==> src/rtl/xlat_pkg.sv <==
package xlat_pkg;

    localparam int MODE_W = 2;
    localparam int NMODE  = 1 << MODE_W;
    localparam int STAT_W = 6;

    localparam int ST_WR    = 0;
    localparam int ST_ACV   = 1;
    localparam int ST_FONR  = 2;
    localparam int ST_FONW  = 3;
    localparam int ST_MISS  = 4;
    localparam int ST_BADVA = 5;

    typedef enum logic [1:0] {
        ACC_READ  = 2'd0,
        ACC_WRITE = 2'd1,
        ACC_FETCH = 2'd2,
        ACC_RSVD  = 2'd3
    } acc_kind_e;

    typedef enum logic [MODE_W-1:0] {
        MODE_KERN = 2'd0,
        MODE_EXEC = 2'd1,
        MODE_SUPV = 2'd2,
        MODE_USER = 2'd3
    } cpu_mode_e;

    typedef enum logic [2:0] {
        FLT_NONE     = 3'd0,
        FLT_ALIGN    = 3'd1,
        FLT_ACV      = 3'd2,
        FLT_PAGE     = 3'd3,
        FLT_MISS     = 3'd4,
        FLT_PTE_MISS = 3'd5,
        FLT_MCHK     = 3'd6,
        FLT_UNIMP    = 3'd7
    } flt_code_e;

    typedef enum logic [1:0] {
        PATH_TLB    = 2'd0,
        PATH_DIRECT = 2'd1,
        PATH_BYPASS = 2'd2,
        PATH_FAULT  = 2'd3
    } path_e;

    typedef struct packed {
        flt_code_e         code;
        logic [STAT_W-1:0] stat;
    } flt_t;

    function automatic flt_t no_flt();
        flt_t f;
        f.code = FLT_NONE;
        f.stat = '0;
        return f;
    endfunction

    function automatic flt_t mk_flt(flt_code_e c, logic [STAT_W-1:0] s);
        flt_t f;
        f.code = c;
        f.stat = s;
        return f;
    endfunction

    function automatic logic [STAT_W-1:0] st_bit(int pos, logic on);
        logic [STAT_W-1:0] s;
        s = '0;
        s[pos] = on;
        return s;
    endfunction

endpackage

==> src/rtl/xlat_route.sv <==
module xlat_route
    import xlat_pkg::*;
#(
    parameter int VA_W      = 64,
    parameter int VA_IMPL_W = 48,
    parameter int PA_W      = 44,
    parameter int WIN_W     = 7,
    parameter logic [WIN_W-1:0] WIN_TAG = 7'h7E
) (
    input  logic [VA_W-1:0] vaddr,
    input  logic [1:0]      size_log2,
    input  acc_kind_e       kind,
    input  logic            phys,
    input  logic            pal,
    input  logic            alt_flag,
    input  cpu_mode_e       cur_mode,
    input  cpu_mode_e       alt_mode,
    output cpu_mode_e       eff_mode,
    output path_e           path,
    output flt_t            early,
    output logic [VA_W-1:0] direct_pa
);
    localparam int WIN_LO   = VA_IMPL_W - WIN_W;
    localparam int SIGN_BIT = WIN_LO - 1;
    localparam int EXT_W    = PA_W - SIGN_BIT;

    logic              is_data;
    logic              is_wr;
    logic [3:0]        size_mask;
    logic              misaligned;
    logic              canonical;
    logic              in_window;
    logic [PA_W-1:0]   win_pa;
    logic [PA_W-1:0]   pal_pa;

    always_comb begin
        is_data    = (kind != ACC_FETCH);
        is_wr      = (kind == ACC_WRITE);
        size_mask  = (4'd1 << size_log2) - 4'd1;
        misaligned = |(vaddr[3:0] & size_mask);
        canonical  = (&vaddr[VA_W-1:VA_IMPL_W-1]) | ~(|vaddr[VA_W-1:VA_IMPL_W-1]);
        in_window  = (vaddr[VA_IMPL_W-1:WIN_LO] == WIN_TAG);

        win_pa = vaddr[PA_W-1:0];
        win_pa[PA_W-1:SIGN_BIT] = {EXT_W{vaddr[SIGN_BIT]}};

        pal_pa = {vaddr[PA_W-1:2], 2'b00};

        if (is_data && pal)
            eff_mode = alt_flag ? alt_mode : MODE_KERN;
        else
            eff_mode = cur_mode;
    end

    always_comb begin
        path      = PATH_TLB;
        early     = no_flt();
        direct_pa = '0;
        if (is_data && misaligned) begin
            path  = PATH_FAULT;
            early = mk_flt(FLT_ALIGN, st_bit(ST_WR, is_wr));
        end else if (!is_data && pal) begin
            path      = PATH_BYPASS;
            direct_pa = {{(VA_W-PA_W){1'b0}}, pal_pa};
        end else if (phys) begin
            path      = PATH_DIRECT;
            direct_pa = vaddr;
        end else if (!canonical) begin
            path  = PATH_FAULT;
            early = mk_flt(FLT_ACV, is_data ? (st_bit(ST_WR, is_wr) | st_bit(ST_ACV, 1'b1)
                                               | st_bit(ST_BADVA, 1'b1)) : '0);
        end else if (in_window) begin
            if (cur_mode != MODE_KERN) begin
                path  = PATH_FAULT;
                early = mk_flt(FLT_ACV, is_data ? (st_bit(ST_WR, is_wr) | st_bit(ST_ACV, 1'b1))
                                                : '0);
            end else begin
                path      = PATH_DIRECT;
                direct_pa = {{(VA_W-PA_W){1'b0}}, win_pa};
            end
        end
    end

endmodule

==> src/rtl/xlat_perm.sv <==
module xlat_perm
    import xlat_pkg::*;
#(
    parameter int VA_W       = 64,
    parameter int PPN_W      = 32,
    parameter int PAGE_SHIFT = 13
) (
    input  logic [PAGE_SHIFT-1:0] offset,
    input  acc_kind_e             kind,
    input  logic                  vpte,
    input  cpu_mode_e             mode,
    input  logic                  hit,
    input  logic [PPN_W-1:0]      ppn,
    input  logic [NMODE-1:0]      rd_en,
    input  logic [NMODE-1:0]      wr_en,
    input  logic                  fonr,
    input  logic                  fonw,
    output flt_t                  flt,
    output logic [VA_W-1:0]       pa
);
    localparam int PAD_W = VA_W - PPN_W - PAGE_SHIFT;

    logic                  is_fetch;
    logic                  is_wr;
    logic [PAGE_SHIFT-1:0] offs_eff;
    logic                  may_rd;
    logic                  may_wr;

    always_comb begin
        is_fetch = (kind == ACC_FETCH);
        is_wr    = (kind == ACC_WRITE);
        offs_eff = offset;
        if (is_fetch)
            offs_eff[1:0] = 2'b00;
        pa     = {{PAD_W{1'b0}}, ppn, offs_eff};
        may_rd = rd_en[mode];
        may_wr = wr_en[mode];
    end

    always_comb begin
        flt = no_flt();
        if (!hit) begin
            if (is_fetch)
                flt = mk_flt(FLT_MISS, '0);
            else
                flt = mk_flt(vpte ? FLT_PTE_MISS : FLT_MISS,
                             st_bit(ST_WR, is_wr) | st_bit(ST_MISS, 1'b1));
        end else if (is_fetch) begin
            if (!may_rd)
                flt = mk_flt(FLT_ACV, '0);
        end else if (is_wr) begin
            if (!may_wr)
                flt = mk_flt(FLT_ACV, st_bit(ST_WR, 1'b1) | st_bit(ST_ACV, 1'b1)
                                      | st_bit(ST_FONW, fonw));
            else if (fonw)
                flt = mk_flt(FLT_PAGE, st_bit(ST_WR, 1'b1) | st_bit(ST_FONW, 1'b1));
        end else begin
            if (!may_rd)
                flt = mk_flt(FLT_ACV, st_bit(ST_ACV, 1'b1) | st_bit(ST_FONR, fonr));
            else if (fonr)
                flt = mk_flt(FLT_PAGE, st_bit(ST_FONR, 1'b1));
        end
    end

endmodule

==> src/rtl/xlat_pcheck.sv <==
module xlat_pcheck
    import xlat_pkg::*;
#(
    parameter int VA_W   = 64,
    parameter int PA_W   = 44,
    parameter int UNC_LO = 35,
    parameter int REG_LO = 20
) (
    input  logic [VA_W-1:0] pa_in,
    input  logic            is_fetch,
    output flt_t            flt,
    output logic [PA_W-1:0] pa_out,
    output logic            uncached
);
    localparam int UNC_HI = PA_W - 2;

    always_comb begin
        flt      = no_flt();
        pa_out   = pa_in[PA_W-1:0];
        uncached = 1'b0;
        if (|pa_in[VA_W-1:PA_W]) begin
            flt = mk_flt(FLT_MCHK, '0);
        end else if (pa_in[PA_W-1]) begin
            if (&pa_in[PA_W-1:REG_LO]) begin
                flt = mk_flt(FLT_UNIMP, '0);
            end else begin
                uncached               = 1'b1;
                pa_out[UNC_HI:UNC_LO]  = '0;
                if (is_fetch)
                    flt = mk_flt(FLT_UNIMP, '0);
            end
        end
    end

endmodule

==> src/rtl/xlat_unit.sv <==
module xlat_unit
    import xlat_pkg::*;
#(
    parameter int VA_W       = 64,
    parameter int VA_IMPL_W  = 48,
    parameter int PA_W       = 44,
    parameter int PAGE_SHIFT = 13,
    parameter int PPN_W      = 32,
    parameter int UNC_LO     = 35,
    parameter int REG_LO     = 20
) (
    input  logic              clk,
    input  logic              rst,
    input  logic              req_valid,
    input  logic [VA_W-1:0]   req_vaddr,
    input  logic [1:0]        req_size,
    input  logic [1:0]        req_kind,
    input  logic              req_phys,
    input  logic              req_pal,
    input  logic              req_alt,
    input  logic              req_vpte,
    input  logic [MODE_W-1:0] cur_mode,
    input  logic [MODE_W-1:0] alt_mode,
    input  logic              tlb_hit,
    input  logic [PPN_W-1:0]  tlb_ppn,
    input  logic [NMODE-1:0]  tlb_rd_en,
    input  logic [NMODE-1:0]  tlb_wr_en,
    input  logic              tlb_fonr,
    input  logic              tlb_fonw,
    output logic              rsp_valid,
    output logic [PA_W-1:0]   rsp_paddr,
    output logic [2:0]        rsp_fault,
    output logic [STAT_W-1:0] rsp_status,
    output logic              rsp_uncached
);
    localparam int UNC_HI = PA_W - 2;

    acc_kind_e       kind;
    cpu_mode_e       eff_mode;
    path_e           path;
    flt_t            early_flt;
    flt_t            perm_flt;
    flt_t            post_flt;
    flt_t            fin_flt;
    logic [VA_W-1:0] direct_pa;
    logic [VA_W-1:0] tlb_pa;
    logic [VA_W-1:0] post_in;
    logic [PA_W-1:0] post_pa;
    logic            post_unc;
    logic [PA_W-1:0] fin_pa;
    logic            fin_unc;

    assign kind = acc_kind_e'(req_kind);

    xlat_route #(
        .VA_W      (VA_W),
        .VA_IMPL_W (VA_IMPL_W),
        .PA_W      (PA_W)
    ) u_route (
        .vaddr     (req_vaddr),
        .size_log2 (req_size),
        .kind      (kind),
        .phys      (req_phys),
        .pal       (req_pal),
        .alt_flag  (req_alt),
        .cur_mode  (cpu_mode_e'(cur_mode)),
        .alt_mode  (cpu_mode_e'(alt_mode)),
        .eff_mode  (eff_mode),
        .path      (path),
        .early     (early_flt),
        .direct_pa (direct_pa)
    );

    xlat_perm #(
        .VA_W       (VA_W),
        .PPN_W      (PPN_W),
        .PAGE_SHIFT (PAGE_SHIFT)
    ) u_perm (
        .offset (req_vaddr[PAGE_SHIFT-1:0]),
        .kind   (kind),
        .vpte   (req_vpte),
        .mode   (eff_mode),
        .hit    (tlb_hit),
        .ppn    (tlb_ppn),
        .rd_en  (tlb_rd_en),
        .wr_en  (tlb_wr_en),
        .fonr   (tlb_fonr),
        .fonw   (tlb_fonw),
        .flt    (perm_flt),
        .pa     (tlb_pa)
    );

    assign post_in = (path == PATH_TLB) ? tlb_pa : direct_pa;

    xlat_pcheck #(
        .VA_W   (VA_W),
        .PA_W   (PA_W),
        .UNC_LO (UNC_LO),
        .REG_LO (REG_LO)
    ) u_pcheck (
        .pa_in    (post_in),
        .is_fetch (kind == ACC_FETCH),
        .flt      (post_flt),
        .pa_out   (post_pa),
        .uncached (post_unc)
    );

    always_comb begin
        fin_flt = no_flt();
        fin_pa  = '0;
        fin_unc = 1'b0;
        unique case (path)
            PATH_FAULT: fin_flt = early_flt;
            PATH_BYPASS: fin_pa = direct_pa[PA_W-1:0];
            PATH_DIRECT: begin
                fin_flt = post_flt;
                fin_pa  = post_pa;
                fin_unc = post_unc;
            end
            default: begin
                if (perm_flt.code != FLT_NONE) begin
                    fin_flt = perm_flt;
                end else begin
                    fin_flt = post_flt;
                    fin_pa  = post_pa;
                    fin_unc = post_unc;
                end
            end
        endcase
        if (fin_flt.code != FLT_NONE) begin
            fin_pa  = '0;
            fin_unc = 1'b0;
        end
    end

    always_ff @(posedge clk) begin
        if (rst) begin
            rsp_valid    <= 1'b0;
            rsp_paddr    <= '0;
            rsp_fault    <= '0;
            rsp_status   <= '0;
            rsp_uncached <= 1'b0;
        end else begin
            rsp_valid    <= req_valid;
            rsp_paddr    <= req_valid ? fin_pa : '0;
            rsp_fault    <= req_valid ? fin_flt.code : FLT_NONE;
            rsp_status   <= req_valid ? fin_flt.stat : '0;
            rsp_uncached <= req_valid & fin_unc;
        end
    end

    AST_RSP_FOLLOWS_REQ: assert property (@(posedge clk) disable iff (rst)
        req_valid |=> rsp_valid);

    AST_RSP_NEEDS_REQ: assert property (@(posedge clk) disable iff (rst)
        !req_valid |=> !rsp_valid);

    AST_FAULT_CLEARS_ADDR: assert property (@(posedge clk) disable iff (rst)
        (rsp_valid && rsp_fault != 3'd0) |-> (rsp_paddr == '0 && !rsp_uncached));

    AST_UNCACHED_FIELD_CLEAR: assert property (@(posedge clk) disable iff (rst)
        (rsp_valid && rsp_uncached) |-> (rsp_paddr[UNC_HI:UNC_LO] == '0 && rsp_paddr[PA_W-1]));

    AST_FETCH_NO_ALIGN: assert property (@(posedge clk) disable iff (rst)
        (req_valid && req_kind == 2'd2) |=> (rsp_fault != 3'd1));

    AST_PAL_FETCH_CLEAN: assert property (@(posedge clk) disable iff (rst)
        (req_valid && req_kind == 2'd2 && req_pal)
            |=> (rsp_fault == 3'd0 && !rsp_uncached && rsp_paddr[1:0] == 2'b00));

endmodule

==> config.mk <==
export PLATFORM = sky130hd
export DESIGN_NAME = xlat_unit
export DESIGN_NICKNAME = d
export VERILOG_FILES = /design/src/rtl/xlat_pkg.sv /design/src/rtl/xlat_route.sv /design/src/rtl/xlat_perm.sv /design/src/rtl/xlat_pcheck.sv /design/src/rtl/xlat_unit.sv
export SDC_FILE = /design/constraint.sdc
export NUM_CORES = 1
export LEC_CHECK = 0
export BUFFER_PORTS_ARGS = -buffer_cell sky130_fd_sc_hd__buf_2
export CORE_MARGIN = 1
export CORE_UTILIZATION = 41
export DETAILED_ROUTE_END_ITERATION = 6
export PLACE_DENSITY_LB_ADDON = 0.05
export REMOVE_ABC_BUFFERS = 1
export SYNTH_ARGS = -nofsm -noshare
export SYNTH_HDL_FRONTEND = slang
export SYNTH_SLANG_ARGS = --single-unit
==> constraint.sdc <==
create_clock -name clk -period 8.2 [get_ports clk]
set_clock_uncertainty 0.05 [all_clocks]
set_input_delay 0 -clock clk [delete_from_list [all_inputs] [get_ports clk]]
set_output_delay 0 -clock clk [all_outputs]
set_load 0.05 [all_outputs]
== Word-level counts from Yosys, hierarchy flattened ==
Index checks and enable logic that the tools add are counted.
Word-level totals
  memories: 0
  bits in writable memories: 0
  output and inout port bits: 55
  word-level logic and storage cells: 91
  bits in registers: 55
  bits in latches: 0
  input bits: 122
  bits in read-only memories: 0
Cells by class
  multipliers: 0
  reduce and logical (&&, ||, !) cells: 16
  mux-type cells: 55
  bitwise gates (word level): 5
  shifts and indexed selects: 1
  add/subtract/negate cells: 1
  equality and inequality tests: 7
  $lt $le $gt $ge: 1
  divide/modulo/power cells: 0
Operator list (number)
  $mux W64: 6
  $mux W9: 16
  $pmux W44 S3: 1
  $mux W44: 2
  $mux W8: 7
  $pmux W9 S3: 1
  $reduce_and A24 Y1: 1
  $mux W2: 10
  $reduce_or A20 Y1: 1
  $reduce_and A17 Y1: 1
  $reduce_or A17 Y1: 1
  $mux W1: 8
  $eq A7 B7 Y1 const B: 1
  $eq A2 B2 Y1 const B: 3
  $mux W6: 1
  $reduce_bool A3 Y1: 2
  $and A4 B4 Y4: 1
  $bmux W1 S2: 2
  $eq A2 B1 Y1 const B: 2
  $reduce_or A2 Y1: 2
  $reduce_or A4 Y1: 1
  $shl A1 B2 Y4 const A: 1
  $sub A4 B1 Y4 const B: 1
  $logic_and A1 B1 Y1: 3
  10 further kinds: 11

== Longest topological paths before layout ==
  depth after elaboration: 18
  depth in mapped cells: 12
  gate-level depth less buffers: 9

== Cells and area by module ==
Synthesis repeated with hierarchy kept, for this count alone.
Unflattened totals
  cell total of the unflattened synthesis: 587
  area, all modules: 5296.3 um^2
By module, submodules not included
  xlat_unit: cells an instance 283, instances 1, sequential area each 1101.1 um^2, area an instance 3065.4 um^2
  xlat_route: cells an instance 138, instances 1, sequential area each 0.0 um^2, area an instance 992.2 um^2
  xlat_perm: cells an instance 88, instances 1, sequential area each 0.0 um^2, area an instance 668.1 um^2
  xlat_pcheck: cells an instance 78, instances 1, sequential area each 0.0 um^2, area an instance 570.5 um^2

== Worst setup path after synthesis ==
No wires, ideal clock.
  path kind: input to register
  from: in req_vaddr[59]
  to: reg rsp_paddr[28]
  path buffers: 2
  stages: 10
  arrival: 2.506 ns
  required time: 8.029 ns
  setup slack: 5.524 ns
  setup time: 0.121 ns
  cells stage by stage: or3_1 -> or3_1 -> buf_2 -> a211o_1 -> a211oi_2 -> nor2_1 -> or4_4 -> o211ai_2 -> buf_4 -> a21oi_1
On the way
  word-level cells in the longest chain between the ends: 17
  elaborated cells between the ends (all ways): 32
  classes of those cells: eq/ne (3); mux (20); bitwise (2); reduce/logical (7)
Ends and longest elaborated chain
  start, declared: RTL line xlat_unit.sv:15  | input logic [VA_W-1:0] req_vaddr,
  $reduce_or A17 Y1: RTL line xlat_route.sv:41  | canonical = (&vaddr[VA_W-1:VA_IMPL_W-1]) | ~(|vaddr[VA_W-1:VA_IMPL_W-1]);
  $not A1 Y1: RTL line xlat_route.sv:41
  $or A1 B1 Y1: RTL line xlat_route.sv:41
  $mux W2: RTL line xlat_route.sv:68  | end else if (!canonical) begin
  $mux W2: RTL line xlat_route.sv:65  | end else if (phys) begin
  $mux W2: RTL line xlat_route.sv:62  | end else if (!is_data && pal) begin
  $mux W2: RTL line xlat_route.sv:59  | if (is_data && misaligned) begin
  $logic_not A2 Y1: RTL line xlat_unit.sv:93  | assign post_in = (path == PATH_TLB) ? tlb_pa : direct_pa;
  $mux W64: RTL line xlat_unit.sv:93
  $reduce_and A24 Y1: RTL line xlat_pcheck.sv:24  | if (&pa_in[PA_W-1:REG_LO]) begin
  $mux W9: RTL line xlat_pcheck.sv:24
  $mux W9: RTL line xlat_pcheck.sv:23  | end else if (pa_in[PA_W-1]) begin
  $mux W9: RTL line xlat_pcheck.sv:21  | if (|pa_in[VA_W-1:PA_W]) begin
  $mux W9: RTL line xlat_unit.sv:121  | if (perm_flt.code != FLT_NONE) begin
  $pmux W9 S3: RTL line xlat_unit.sv:112  | unique case (path)
  $reduce_bool A3 Y1: RTL line xlat_unit.sv:130  | if (fin_flt.code != FLT_NONE) begin
  $reduce_or A3 Y1 (no line)
  end signal, assigned: RTL line xlat_unit.sv:145  | rsp_paddr <= req_valid ? fin_pa : '0;
  end, declared: RTL line xlat_unit.sv:31  | output logic [PA_W-1:0] rsp_paddr,
Several ways; a longest one is shown, not always the timed one.
A chain may end at the register's enable or synchronous reset.

== Worst setup path in the final report ==
  from: in req_vaddr[0]
  to: reg rsp_paddr[42]
On the way
  word-level cells in the longest chain between the ends: 14
  elaborated cells between the ends (all ways): 25
  classes of those cells: eq/ne (3); mux (14); bitwise (1); reduce/logical (7)
Ends and longest elaborated chain
  $and A4 B4 Y4 *: RTL line xlat_route.sv:40  | misaligned = |(vaddr[3:0] & size_mask);
  $reduce_or A4 Y1 *: RTL line xlat_route.sv:40
  $logic_and A1 B1 Y1 *: RTL line xlat_route.sv:59
  $mux W2: RTL line xlat_route.sv:59
  $logic_not A2 Y1: RTL line xlat_unit.sv:93
  $mux W64: RTL line xlat_unit.sv:93
  $reduce_and A24 Y1: RTL line xlat_pcheck.sv:24
  $mux W9: RTL line xlat_pcheck.sv:24
  $mux W9: RTL line xlat_pcheck.sv:23
  $mux W9: RTL line xlat_pcheck.sv:21
  $mux W9: RTL line xlat_unit.sv:121
  $pmux W9 S3: RTL line xlat_unit.sv:112
  $reduce_bool A3 Y1: RTL line xlat_unit.sv:130
  $reduce_or A3 Y1 (no line)
Every way passes the cells marked *; elsewhere a longest branch is shown, timed or not.

==> results by group <==
Power and ir drop
  – Power density over the cells: 129 nW/um^2
  – Largest vdd supply drop: 96.0 uV
  – Leak Pwr: 2.10 nW

GRT
  – Pin count of the biggest net entering global routing: 41
  – Wire length of the first global-routing pass: 17.3 mm
  – Antenna violations before repair: 0
  – Total routing usage reported by global routing: 28.2%
  – Vias in the first global route: 3,788
  – Remaining Overflow, GRT: 0

Route
  – Antenna-violating nets left: 0
  – 1st-pass router iterations: 5
  – Final Routed Wirelength: 10.8 mm
  – Count of routing violations after the opening detailed-route iteration: 239
  – Detailed-route DRC error count: 0
  – Vias/cell: 5.51
  – Via count: 3,894
  – Avg WL per Cell: 15.3 um

Worst setup path
  – Nature of the critical path startpoint: input pin
  – Largest fanout of any net on the critical path: 40
  – Worst path cell trace: dlygate4sd3_1, buf_2, o21ai_0, o211a_1, o21a_1, a21boi_2, and2_1, o21ai_0, o22a_1, o211ai_4, a221oi_1, dlygate4sd3_1
  – Data arrival time of the critical path: 4490 ps
  – Launch point of the critical path: req_vaddr[0]
  – Category of the most critical setup path: in -> reg
  – Crit path capture type: flop
  – Required time at the endpoint of the critical path: 8360 ps
  – Largest incremental delay on the critical path: 870 ps
  – Slowest cell on the critical path: o211ai_4

Placed design
  – Half-perimeter wire length after detailed placement: 7.46 mm
  – Area post-placement: 3930 sq um
  – Final weighted congestion in routability-driven placement: 0.876
  – Number of port buffers: 176
  – Post-Place Setup Slack: 4470 ps

Cells and area
  – Net count reported at finish: 732
  – Summed area of non-filler cells in the final layout: 4770 sq um
  – Commonest non-fill, non-tap cell in the layout: buf_2
  – Most used cells in the layout excluding fill and tap cells: buf_2, dlygate4sd3_1, dfxtp_1
  – Final standard cell utilization of the core: 68.6%
  – Number of filler instances in the final layout: 561
  – Layout cells sized above 1: 33.2%
  – Layout-stage area growth over the synthesis result: 58.4%
  – Number of antenna cells inserted: 0

Hold path
  – Hold Path Origin: tlb_ppn[27]
  – Class of the tightest hold or removal check: in -> reg

Logic synthesis
  – Synthesized cell area: 3010 sq um
  – Seq/Total Area, Yosys: 36.6%
  – Number of library cell types mapped by synthesis: 60
  – Average instance area after synthesis: 8.11 sq um
  – Gate count after technology mapping: 371
  – Number of synthesized flops with an enable pin: 0
  – Post-synthesis sequential element count: 55
  – Number of synthesis warnings: 0
  – Predominant post-synthesis flop cell: dfxtp_1
  – FFs w/ async S/R, synth: 0%

CTS
  – TritonCTS clock tree: built
  – Clock buffer count from CTS: 5
  – CTS sink count: 55
  – Clock Pin Slew Worst Setup and Hold Paths: 90 ps
  – Total of cells resized after clock tree synthesis: 0
  – Buffer type at the clock tree root: clkbuf_8
  – Max Root-Sink Buffers: 2
  – H-tree level count: 2

Floorplan
  – Top-level port count: 177
  – Horizontal extent of the die: 87.7 um
  – Vertical extent of the die: 87.7 um
  – Placeable core area: 6940 sq um
  – Initial standard-cell utilization of the core: 43.3%
  – Row Count: 30
  – Floorplan die area: 7680 sq um

Timing
  – Worst Tran Pin Value: 1070 ps
  – Final setup violation count: 0
  – Final cycle utilization of the critical path: 52.8%
  – Setup Total Neg Slack: 0 ps
  – PnR worst setup slack: 3870 ps
  – Final hold violations: 0
  – Total count of max-transition violations in the final report: 0
  – Unrepaired setup endpoints after global routing: false
  – Max-Slew Margin vs Limit: 28.4%
  – Hold slack: 63.5 ps
  – Post-layout minimum cycle time: 4330 ps
  – Top achievable clock speed: 0.231 GHz

Outcome
  – Run status: finished, final reports clean

Run
  – Maximum Capacitance Violations: 0
report_power, final:
part	total [W]	switching (W)	internal, W	leakage (nW)
Clock	0.000155	0.0000933	0.0000614	0.0485
Combinational	0.000183	0.000104	0.0000786	1.61
Sequential	0.000278	0.00000203	0.000276	0.446
Total	0.000616	0.000200	0.000416	2.10
synthesized netlist by cell type, drive strengths merged (3+ instances only):
| cell | count | area (sq um) |
|---|---|---|
| buf | 12 | 81.3 |
| and2 | 4 | 25.0 |
| nor4 | 11 | 68.8 |
| dfxtp | 55 | 1100 |
| a211oi | 11 | 92.6 |
| inv | 6 | 22.5 |
| nand2 | 38 | 143 |
| o211ai | 5 | 42.5 |
| a21oi | 49 | 245 |
| nand4 | 8 | 50.1 |
| and3 | 5 | 31.3 |
| o21ai | 14 | 70.1 |
| or2 | 3 | 18.8 |
| and4 | 3 | 26.3 |
| a21boi | 14 | 109 |
| a21o | 7 | 52.6 |
| nand2b | 4 | 25.0 |
| clkbuf | 9 | 33.8 |
| or3 | 4 | 25.0 |
| nand3 | 9 | 45.0 |
| nor2 | 19 | 71.3 |
| nor3 | 10 | 50.1 |
| a21bo | 3 | 30.0 |
| a22oi | 32 | 240 |
sequential cells by signal, indices dropped and copies added, names as in the netlist:
name,cells
rsp_paddr,44
rsp_status,6
rsp_fault,3
rsp_uncached,1
rsp_valid,1
final timing paths:
kind,endpoint,slack [ps],depth (start not counted)
setup / recovery,rsp_paddr[42],3870,12
hold / removal,rsp_paddr[40],60,4
layout make-up:
class	count	area (sq um)	share of cell area, %
tap	96	120	2.52
inverter	6	22.5	0.473
timing repair buffer	253	1640	34.5
multi-input combinational	289	1790	37.5
clock inverter	3	22.5	0.473
clock buffer	5	68.8	1.44
sequential	55	1100	23.1
critical path: cells and delay by family:
family | cells | cell delay [ps]
simple gates | 1 | 260
compound gates | 8 | 2900
buf+inv | 3 | 1300
through the flow:
step | total power (W) | cells
final | 0.000616 | 707
after global routing | 0.000647 | 707
after floorplan | 0.000372 | 350
after detailed placement | 0.000434 | 625
after global placement | 0.000433 | 625
after CTS | 0.000613 | 707
metal layers:
| metal | up-vias | track usage, % | wire length (um) |
|---|---|---|---|
| met4 | 0 | 9.09 | 259 |
| met1 | 1811 | 35.6 | 4700 |
| met2 | 159 | 48.7 | 5210 |
| met3 | 24 | 5.28 | 658 |
| met5 | - | 0 | 0 |
| li1 | 1900 | - | - |
cell families (layout without fill, tap and decap cells):
logic type             count (synthesis)  in the layout  share of synthesized area (%)
AO/OA/AOI/OAI                        163            163                           37.1
multiplexers                           3              3                           1.04
flip-flops                            55             55                           36.6
buffers and inverters                 27            267                           4.58
AND/OR/NAND/NOR                      123            123                           20.6
repair_timing:
action | in CTS | in global routing
setup buffers | 0 | 0
endpoints found under the hold margin | 46 | 0
hold buffers | 74 | 0
Power figures use the tool's default switching activity.
